### src/rtl/cfg_window_pkg.sv
package cfg_window_pkg;

  typedef enum logic [1:0] {
    UL_IDLE = 2'd0,
    UL_ONE  = 2'd1,
    UL_TWO  = 2'd2,
    UL_OPEN = 2'd3
  } unlock_state_t;

endpackage

### src/rtl/cfg_unlock_fsm.sv
module cfg_unlock_fsm
  import cfg_window_pkg::*;
#(
  parameter int OFF_W     = 3,
  parameter int CW        = 8,
  parameter int PROBE_OFF = 1,
  parameter int KEY_OFF   = 2,
  parameter logic [7:0] KEY_OPEN  = 8'h03,
  parameter logic [7:0] KEY_CLOSE = 8'h83
) (
  input  logic             clk,
  input  logic             rst,
  input  logic             valid,
  input  logic [OFF_W-1:0] off,
  input  logic             word,
  input  logic             wr,
  input  logic [CW-1:0]    wbyte,
  output logic             open
);

  localparam logic [OFF_W-1:0] PROBE_A = OFF_W'(PROBE_OFF);
  localparam logic [OFF_W-1:0] KEY_A   = OFF_W'(KEY_OFF);

  unlock_state_t state_q, state_d;

  logic probe_hit, open_hit, close_hit;

  assign probe_hit = valid && word && !wr && (off == PROBE_A);
  assign open_hit  = valid && !word && wr && (off == KEY_A) && (wbyte == CW'(KEY_OPEN));
  assign close_hit = valid && !word && wr && (off == KEY_A) && (wbyte == CW'(KEY_CLOSE));

  always_comb begin
    state_d = state_q;
    if (valid) begin
      unique case (state_q)
        UL_IDLE: state_d = probe_hit ? UL_ONE  : UL_IDLE;
        UL_ONE:  state_d = probe_hit ? UL_TWO  : UL_IDLE;
        UL_TWO:  state_d = open_hit  ? UL_OPEN : UL_IDLE;
        UL_OPEN: state_d = close_hit ? UL_IDLE : UL_OPEN;
        default: state_d = UL_IDLE;
      endcase
    end
  end

  always_ff @(posedge clk) begin
    if (rst) state_q <= UL_IDLE;
    else     state_q <= state_d;
  end

  assign open = (state_q == UL_OPEN);


  key_opens_chk: assert property (@(posedge clk) disable iff (rst)
    (state_q == UL_TWO && open_hit) |=> open);


  close_key_chk: assert property (@(posedge clk) disable iff (rst)
    (open && close_hit) |=> !open);


  broken_seq_chk: assert property (@(posedge clk) disable iff (rst)
    (valid && !open && !probe_hit && !(state_q == UL_TWO && open_hit)) |=> (state_q == UL_IDLE));

endmodule

### src/rtl/cfg_regfile.sv
module cfg_regfile #(
  parameter int OFF_W     = 3,
  parameter int CW        = 8,
  parameter int BANK_CNT  = 2,
  parameter int RT_IDX    = 0,
  parameter int WT_IDX    = 1,
  parameter int CTRL_IDX  = 3,
  parameter int STRAP_IDX = 5,
  parameter int MISC_IDX  = 6,
  parameter logic [7:0] STRAP_VAL = 8'h00
) (
  input  logic             clk,
  input  logic             rst,
  input  logic             we,
  input  logic             re,
  input  logic [OFF_W-1:0] idx,
  input  logic [CW-1:0]    wdata,
  input  logic             bank_en,
  output logic [CW-1:0]    rdata
);

  localparam int BSEL_W = (BANK_CNT > 1) ? $clog2(BANK_CNT) : 1;
  localparam int TADR_W = BSEL_W + 1;
  localparam int TDEPTH = 2 * BANK_CNT;

  logic [CW-1:0] tmg_mem [TDEPTH];
  logic [CW-1:0] ctrl_q, misc_q;
  logic [BSEL_W-1:0] bank_sel;
  logic [TADR_W-1:0] tadr;
  logic is_tmg;

  generate
    if (BANK_CNT > 1) begin : g_multi_bank
      assign bank_sel = bank_en ? misc_q[BSEL_W-1:0] : '0;
    end else begin : g_single_bank
      logic unused_bank;
      assign unused_bank = bank_en;
      assign bank_sel = '0;
    end
  endgenerate

  assign is_tmg = (idx == OFF_W'(RT_IDX)) || (idx == OFF_W'(WT_IDX));
  assign tadr   = {bank_sel, (idx == OFF_W'(WT_IDX))};

  // timing bytes: plain memory, no reset, so it can map to RAM
  always_ff @(posedge clk) begin
    if (we && is_tmg) tmg_mem[tadr] <= wdata;
  end

  always_ff @(posedge clk) begin
    if (rst) begin
      ctrl_q <= '0;
      misc_q <= '0;
    end else if (we) begin
      if (idx == OFF_W'(CTRL_IDX)) ctrl_q <= wdata;
      if (idx == OFF_W'(MISC_IDX)) misc_q <= wdata;
    end
  end

  always_ff @(posedge clk) begin
    if (rst) begin
      rdata <= '0;
    end else if (re) begin
      if (is_tmg)                         rdata <= tmg_mem[tadr];
      else if (idx == OFF_W'(CTRL_IDX))   rdata <= ctrl_q;
      else if (idx == OFF_W'(MISC_IDX))   rdata <= misc_q;
      else if (idx == OFF_W'(STRAP_IDX))  rdata <= CW'(STRAP_VAL);
      else                                rdata <= '0;
    end
  end


  strap_const_chk: assert property (@(posedge clk) disable iff (rst)
    (re && idx == OFF_W'(STRAP_IDX)) |=> (rdata == CW'(STRAP_VAL)));


  ctrl_hold_chk: assert property (@(posedge clk) disable iff (rst)
    !(we && idx == OFF_W'(CTRL_IDX)) |=> $stable(ctrl_q));

endmodule

### src/rtl/cfg_window_gate.sv
module cfg_window_gate #(
  parameter int OFF_W     = 3,
  parameter int DW        = 16,
  parameter int CW        = 8,
  parameter int BANK_CNT  = 2,
  parameter int CTRL_IDX  = 3,
  parameter logic [7:0] BANK_KEY = 8'hC0
) (
  input  logic             clk,
  input  logic             rst,
  input  logic             acc_valid,
  input  logic [OFF_W-1:0] acc_off,
  input  logic             acc_word,
  input  logic             acc_wr,
  input  logic [DW-1:0]    acc_wdata,
  output logic             resp_valid,
  output logic [DW-1:0]    resp_data,
  output logic             cfg_open,
  output logic             dev_valid,
  output logic [OFF_W-1:0] dev_off,
  output logic             dev_word,
  output logic             dev_wr,
  output logic [DW-1:0]    dev_wdata,
  input  logic [DW-1:0]    dev_rdata
);

  logic          to_cfg;
  logic          bank_en_q;
  logic          src_cfg_q;
  logic [DW-1:0] dev_q;
  logic [CW-1:0] cfg_rdata;

  cfg_unlock_fsm #(
    .OFF_W (OFF_W),
    .CW    (CW)
  ) u_fsm (
    .clk   (clk),
    .rst   (rst),
    .valid (acc_valid),
    .off   (acc_off),
    .word  (acc_word),
    .wr    (acc_wr),
    .wbyte (acc_wdata[CW-1:0]),
    .open  (cfg_open)
  );

  assign to_cfg = cfg_open && acc_valid && !acc_word;

  cfg_regfile #(
    .OFF_W    (OFF_W),
    .CW       (CW),
    .BANK_CNT (BANK_CNT),
    .CTRL_IDX (CTRL_IDX)
  ) u_regs (
    .clk     (clk),
    .rst     (rst),
    .we      (to_cfg && acc_wr),
    .re      (to_cfg && !acc_wr),
    .idx     (acc_off),
    .wdata   (acc_wdata[CW-1:0]),
    .bank_en (bank_en_q),
    .rdata   (cfg_rdata)
  );

  assign dev_valid = acc_valid && !to_cfg;
  assign dev_off   = acc_off;
  assign dev_word  = acc_word;
  assign dev_wr    = acc_wr;
  assign dev_wdata = acc_wdata;

  always_ff @(posedge clk) begin
    if (rst) begin
      bank_en_q <= 1'b0;
    end else if (acc_valid && !cfg_open && !acc_word && acc_wr &&
                 acc_off == OFF_W'(CTRL_IDX) && acc_wdata[CW-1:0] == CW'(BANK_KEY)) begin
      bank_en_q <= 1'b1;
    end
  end

  always_ff @(posedge clk) begin
    if (rst) begin
      resp_valid <= 1'b0;
      src_cfg_q  <= 1'b0;
      dev_q      <= '0;
    end else begin
      resp_valid <= acc_valid && !acc_wr;
      src_cfg_q  <= to_cfg;
      dev_q      <= dev_rdata;
    end
  end

  assign resp_data = src_cfg_q ? {{(DW-CW){1'b0}}, cfg_rdata} : dev_q;


  read_resp_chk: assert property (@(posedge clk) disable iff (rst)
    (acc_valid && !acc_wr) |=> resp_valid);


  no_write_resp_chk: assert property (@(posedge clk) disable iff (rst)
    !(acc_valid && !acc_wr) |=> !resp_valid);


  open_byte_local_chk: assert property (@(posedge clk) disable iff (rst)
    (cfg_open && acc_valid && !acc_word) |-> !dev_valid);


  closed_fwd_chk: assert property (@(posedge clk) disable iff (rst)
    (!cfg_open && acc_valid) |-> (dev_valid && dev_off == acc_off && dev_wdata == acc_wdata));


  bank_sticky_chk: assert property (@(posedge clk) disable iff (rst)
    bank_en_q |=> bank_en_q);

endmodule

### config.mk
export PLATFORM = sky130hd
export DESIGN_NAME = cfg_window_gate
export DESIGN_NICKNAME = d
export VERILOG_FILES = /design/src/rtl/cfg_window_pkg.sv /design/src/rtl/cfg_unlock_fsm.sv /design/src/rtl/cfg_regfile.sv /design/src/rtl/cfg_window_gate.sv
export SDC_FILE = /design/constraint.sdc
export NUM_CORES = 1
export LEC_CHECK = 0
export CAP_MARGIN = 15
export CORE_MARGIN = 4
export CORE_UTILIZATION = 35
export CTS_CLUSTER_SIZE = 8
export DETAILED_ROUTE_END_ITERATION = 10
export DONT_BUFFER_PORTS = 1
export PLACE_DENSITY = 0.53
export SETUP_SLACK_MARGIN = 0.15
export SYNTH_ARGS = -nofsm -noshare
export SYNTH_HDL_FRONTEND = slang
export SYNTH_SLANG_ARGS = --single-unit
### constraint.sdc
create_clock -name clk -period 2.95 [get_ports clk]
set_clock_uncertainty 0.15 [all_clocks]
set_input_delay 0.295 -clock clk [delete_from_list [all_inputs] [get_ports clk]]
set_output_delay 0.295 -clock clk [all_outputs]
set_load 0.005 [all_outputs]
==> metrics.csv, run 1 <==
metric;value;unit
status;finished, final reports clean;
required;3.08;ns
yosysTopAreaCell;edfxtp_1;
cp_data_arrival_time;2.10;ns
antenna_found_initial;0;
nNetsFinal;337;
cts_tree;done;
hp-class;in2reg;
setup_viol;0;
clk_latency;0.34;ns
design_area;0.00375;mm²
max-vdd-ir-drop;191;µV
synth_ff_type;dfxtp_1;
chipWidth;105;µm
final.fill_count;870;
min_period;1.96;ns
fp-row-count;35;
grt_max_degree;37;
cts_buffer_depth;2;
critPathCaptureType;flop;
start_kind;input pin;
hold_slack;0.0427;ns
finalHoldViolations;0;
clock-root-buffer;clkbuf_8;
drive_gt1_share;13.2;%
yosys.area.top_type_share;29.3;%
worst_pin_slew;0.624;ns
drv_slew;0;
max_freq;0.510;GHz
dp_slack;0.710;ns
dr.pass1.iters;4;
rsz0062_at_grt;false;
regToRegEndpoint;u_regs.tmg_mem[1][6]$_DFFE_PP_;
core-area;0.00920;mm²
dp.cells;365;
grtUsageTotal;13.0;%
synthArstFlopShare;0;%
fin_ws;0.989;ns
wl_per_cell;17.2;µm
period_share;66.5;%
cts.htree.levels;3;
clk_pin_slew;0.08;ns
cts_setup_buffers;0;
synth_cells;283;
r2r_slack;1.14;ns
p_total;1.98;mW
area_growth;14.5;%
cts-hold-fix-buffers;31;
yosysSeqAreaShare;56.8;%
reg2reg_from;u_fsm.state_q[0]$_SDFFE_PP0P_;
globalplace.congestion;0.746;
num_vias;2046;
syn-cell-area;0.00328;mm²
tns;0;ns
ant_nets;0;
grt_pass1_wl;11.1;mm
p_leak;1.43;nW
cts_made_buffers;9;
synth_fp_nets;323;
drtIter0Drc;87;
die_h;105;µm
critPathKind;in2reg;
synth-edff-count;32;
io_pins;80;
synth_area_leaders;edfxtp_1, dfxtp_1, mux2i_1;
dp_hpwl;4.58;mm
place_area;0.00324;mm²
critPathLaunch;acc_wr;
ys_ff_latch;77;
dieArea;0.0110;mm²
cts.sinks;77;
initial_core_util;35.6;%
endpoint;u_fsm.state_q[0]$_SDFFE_PP0P_;
powerDensity;528;mW/mm²
grt_pass1_vias;1996;
antenna_cells;0;
ys_types;38;
vias_per_cell;4.95;
ctsResizeCount;0;
utilization;40.8;%
maxCapViolations;0;
stdcell_count;413;
drt_wl_total;7.11;mm
ff2ff_path_depth;4;
worstPathMaxFanout;8;
io_buffers;0;
ys_warn_count;0;
drc;0;
avgSynthCellArea;11.6;µm²
overflow;0;
slew_headroom;58.3;%
cell type report:
class                   count  area [µm²]  area share, %
multi-input cells         170        1190           31.8
clock buffers              13         170           4.53
inverters                   2        7.51          0.200
repair buffers             37         365           9.73
clock inverters             3        17.5          0.467
well taps                 111         139           3.70
flip-flops and latches     77        1860           49.6
synth_stat cells (all sizes together), types with 9 or more instances:
cell and n:
edfxtp 32, nand2b 10, buf 29, dfxtp 45, nor2b 26, nand2 20, nor2 21, o21ai 9
mux2i 25, nand3 10
metal layers:
layer	wire length (µm)	GRT usage, %	up-vias
li1	-	-	1013
met1	3560	18.0	959
met2	2970	18.5	61
met3	438	4.14	13
met4	146	6.00	0
met5	0	0	-
critical path: stages:
cell and delay (ns):
dlygate4sd3_1 0.57, nor2_1 0.12, nand3_2 0.09, or2_0 0.23, a211oi_2 0.22, dlygate4sd3_1 0.57
registers in the layout, summed over array words and instances (netlist names):
signal / flops
u_regs.rdata: 8
bank_en_q: 1
u_regs.ctrl_q: 8
resp_valid: 1
src_cfg_q: 1
u_regs.tmg_mem: 32
dev_q: 16
u_regs.misc_q: 8
u_fsm.state_q: 2
how the worst min path moves through the flow:
stage / start / end / slack [ns] / cells past startpoint
finish: acc_valid / u_fsm.state_q[1]$_SDFFE_PP0P_ / 0.04 / 2
detailed placement: rst / u_fsm.state_q[0]$_SDFFE_PP0P_ / 0.22 / 1
CTS: acc_valid / u_fsm.state_q[1]$_SDFFE_PP0P_ / 0.02 / 2
floorplan: acc_word / src_cfg_q$_SDFF_PP0_ / 0.22 / 1
global route: acc_off[2] / u_fsm.state_q[1]$_SDFFE_PP0P_ / 0.04 / 3
global placement: rst / u_fsm.state_q[0]$_SDFFE_PP0P_ / 0.22 / 1
power by group:
group	internal (mW)	switching, mW	leakage, nW
registers	1.12	0.00363	0.655
logic	0.0573	0.0531	0.679
clock network	0.381	0.369	0.0994
total	1.56	0.426	1.43
cells by family after synthesis:
kind of cell,synth area share (%)
mux,10.4
flops,56.8
compound gates,6.91
buf+inv,6.79
simple gates,19.1
cell usage in the layout (no fill, tap or decap), types with 10 or more instances in the layout:
cell,Yosys,final
nand2_1,20,20
nor2_1,21,21
dlygate4sd3_1,0,30
nor2b_1,26,26
clkbuf_8,0,10
nand2b_1,10,10
dfxtp_1,45,45
edfxtp_1,32,32
mux2i_1,25,25
Power figures use the tool's default switching activity.
==> inputs of run 2 (changes only) <==
PLACE_DENSITY = 0.55   (was 0.53)
clock period = 1.8 ns   (was 2.95 ns; I/O delays follow)
==> run 2 against run 1 <==
Final cell count up 1.7%. Wire length up 3.9%. Combinational power up 75%. Largest power group unchanged. Clock power up 85%. The flow now finishes with violations (hold timing).
==> metrics.csv, run 2 (same netlist as run 1, synthesis figures left out) <==
metric;value;unit
status;finished with violations;
violations;hold timing;
clk_pin_slew;0.07;ns
slew_headroom;68.6;%
antenna_cells;0;
layout_common_cells;dfxtp_1, dlygate4sd3_1, edfxtp_1;
period_share;90.6;%
core-area;0.00920;mm²
clock-root-buffer;clkbuf_8;
path_cells;and4b_2, nand2_4, nor4_4, buf_6;
setup_viol;0;
drc;0;
required;1.71;ns
io_buffers;0;
globalplace.congestion;0.734;
dp_hpwl;4.64;mm
hp-class;in2reg;
rsz0062_at_grt;true;
cts.htree.levels;3;
ant_nets;0;
critPathKind;reg2reg;
cp_data_arrival_time;1.54;ns
cts_buffer_depth;2;
max_freq;0.613;GHz
p_total;3.42;mW
p_seq_share;53.8;%
busiest_layer;met2;
io_pins;80;
drtIter0Drc;121;
holdCritStartpoint;acc_off[2];
p_leak;1.51;nW
nNetsFinal;344;
finalHoldViolations;4;
grt_use_met3;5.19;%
cts.sinks;77;
reg2reg_from;u_fsm.state_q[1]$_SDFFE_PP0P_;
reg_top3;u_regs.tmg_mem: 32 flops, dev_q: 16 flops;
grtUsageTotal;13.7;%
drt_wl_total;7.39;mm
num_vias;2098;
maxCapViolations;0;
antenna_found_initial;0;
vias_per_cell;5.00;
grt_use_met1;18.9;%
final_common_cell;dfxtp_1;
wl_per_cell;17.6;µm
worstPathMaxFanout;8;
cp.buffers_inverters;1;
die_h;105;µm
holdPathEnd;u_fsm.state_q[1]$_SDFFE_PP0P_;
area_growth;19.7;%
drv_slew;0;
regToRegEndpoint;u_regs.tmg_mem[2][7]$_DFFE_PP_;
p_sw_share;20.6;%
dieArea;0.0110;mm²
worst_pin_slew;0.470;ns
dr.pass1.iters;4;
top_register;u_regs.tmg_mem;
slowest_stage;dfxtp_2;
r2r_slack;0.17;ns
largest_reg_flops;32;
min_period;1.63;ns
powerDensity;871;mW/mm²
overflow;0;
max_stage_delay;0.38;ns
hold_slack;-0.0801;ns
net-switching-power;0.704;mW
clk_latency;0.35;ns
grtUsageMet2;20.1;%
power.share.clock;40.5;%
hold_depth;3;
cts_made_buffers;9;
max-vdd-ir-drop;312;µV
grt_pass1_vias;2096;
grt_max_degree;38;
drive_gt1_share;18.4;%
p_comb_share;5.6;%
final.fill_count;877;
critPathCaptureType;flop;
tns;0;ns
chipWidth;105;µm
ff2ff_path_depth;4;
start_kind;flop;
fp-row-count;35;
initial_core_util;35.6;%
grt_pass1_wl;11.6;mm
p_int;2.72;mW
cts_tree;done;
cpLargestDelayFamily;simple AND/OR/NAND/NOR gates;
[run 2: power by group through the flow]
| stage | Sequential, mW | Clock [mW] | Combinational (mW) |
|---|---|---|---|
| after floorplan | 1.88 | 0 | 0.135 |
| after global placement | 1.88 | 0 | 0.0990 |
| after detailed placement | 1.88 | 0 | 0.0989 |
| after CTS | 1.84 | 1.43 | 0.185 |
| after global routing | 1.84 | 1.53 | 0.211 |
| final | 1.84 | 1.39 | 0.193 |
[run 2: layer usage]
layer	part of all wire, %	routed length [µm]
met2	43	3210
met3	7.5	555
met1	48	3540
met4	1.2	85
met5	0	0
[run 2: worst max path at each step]
stage                                  startpoint                             end  depth (start not counted)
floorplan           u_fsm.state_q[0]$_SDFFE_PP0P_  u_regs.tmg_mem[2][0]$_DFFE_PP_                          3
global placement    u_fsm.state_q[0]$_SDFFE_PP0P_  u_regs.tmg_mem[2][1]$_DFFE_PP_                          4
detailed placement  u_fsm.state_q[0]$_SDFFE_PP0P_  u_regs.tmg_mem[2][5]$_DFFE_PP_                          4
CTS                 u_fsm.state_q[0]$_SDFFE_PP0P_  u_regs.tmg_mem[2][7]$_DFFE_PP_                          4
global route        u_fsm.state_q[0]$_SDFFE_PP0P_  u_regs.tmg_mem[2][3]$_DFFE_PP_                          4
finish              u_fsm.state_q[1]$_SDFFE_PP0P_  u_regs.tmg_mem[2][7]$_DFFE_PP_                          4
[run 2: layout make-up]
cell class,count,area [µm²],share of cell area [%]
sequential,77,1870,47.5
multi-input combinational,171,1260,32.2
timing repair buffer,43,423,10.8
clock buffer,15,219,5.58
tap,111,139,3.54
inverter,2,7.51,0.191
clock inverter,1,6.26,0.159
[run 2: timing repair]
action                     4_1_cts  5_1_grt
hold buffers                    30        3
buffers inserted                 0        2
hold endpoints to repair        77       18
gates resized for setup          0        6
setup endpoints to repair        0       29
[run 2: worst min-delay path: stages]
cell	delay, ns
nor3b_4	0.05
nand3_2	0.08
a211oi_1	0.06
[run 2: stage by stage]
stage	util [%]	setup WS, ns	area, µm²	instances
floorplan	-	0.0762	3340	283
global placement	36.1	0.206	3320	368
detailed placement	36.1	0.181	3320	368
CTS	41.9	0.162	3850	414
global route	42.7	0.119	3930	420
finish	42.7	0.169	3930	420
==> inputs of run 3 (changes only) <==
SKIP_LAST_GASP = 1   (was default)
==> results of run 3 <==
Final layout, timing and power as in run 2 (identical DEF).
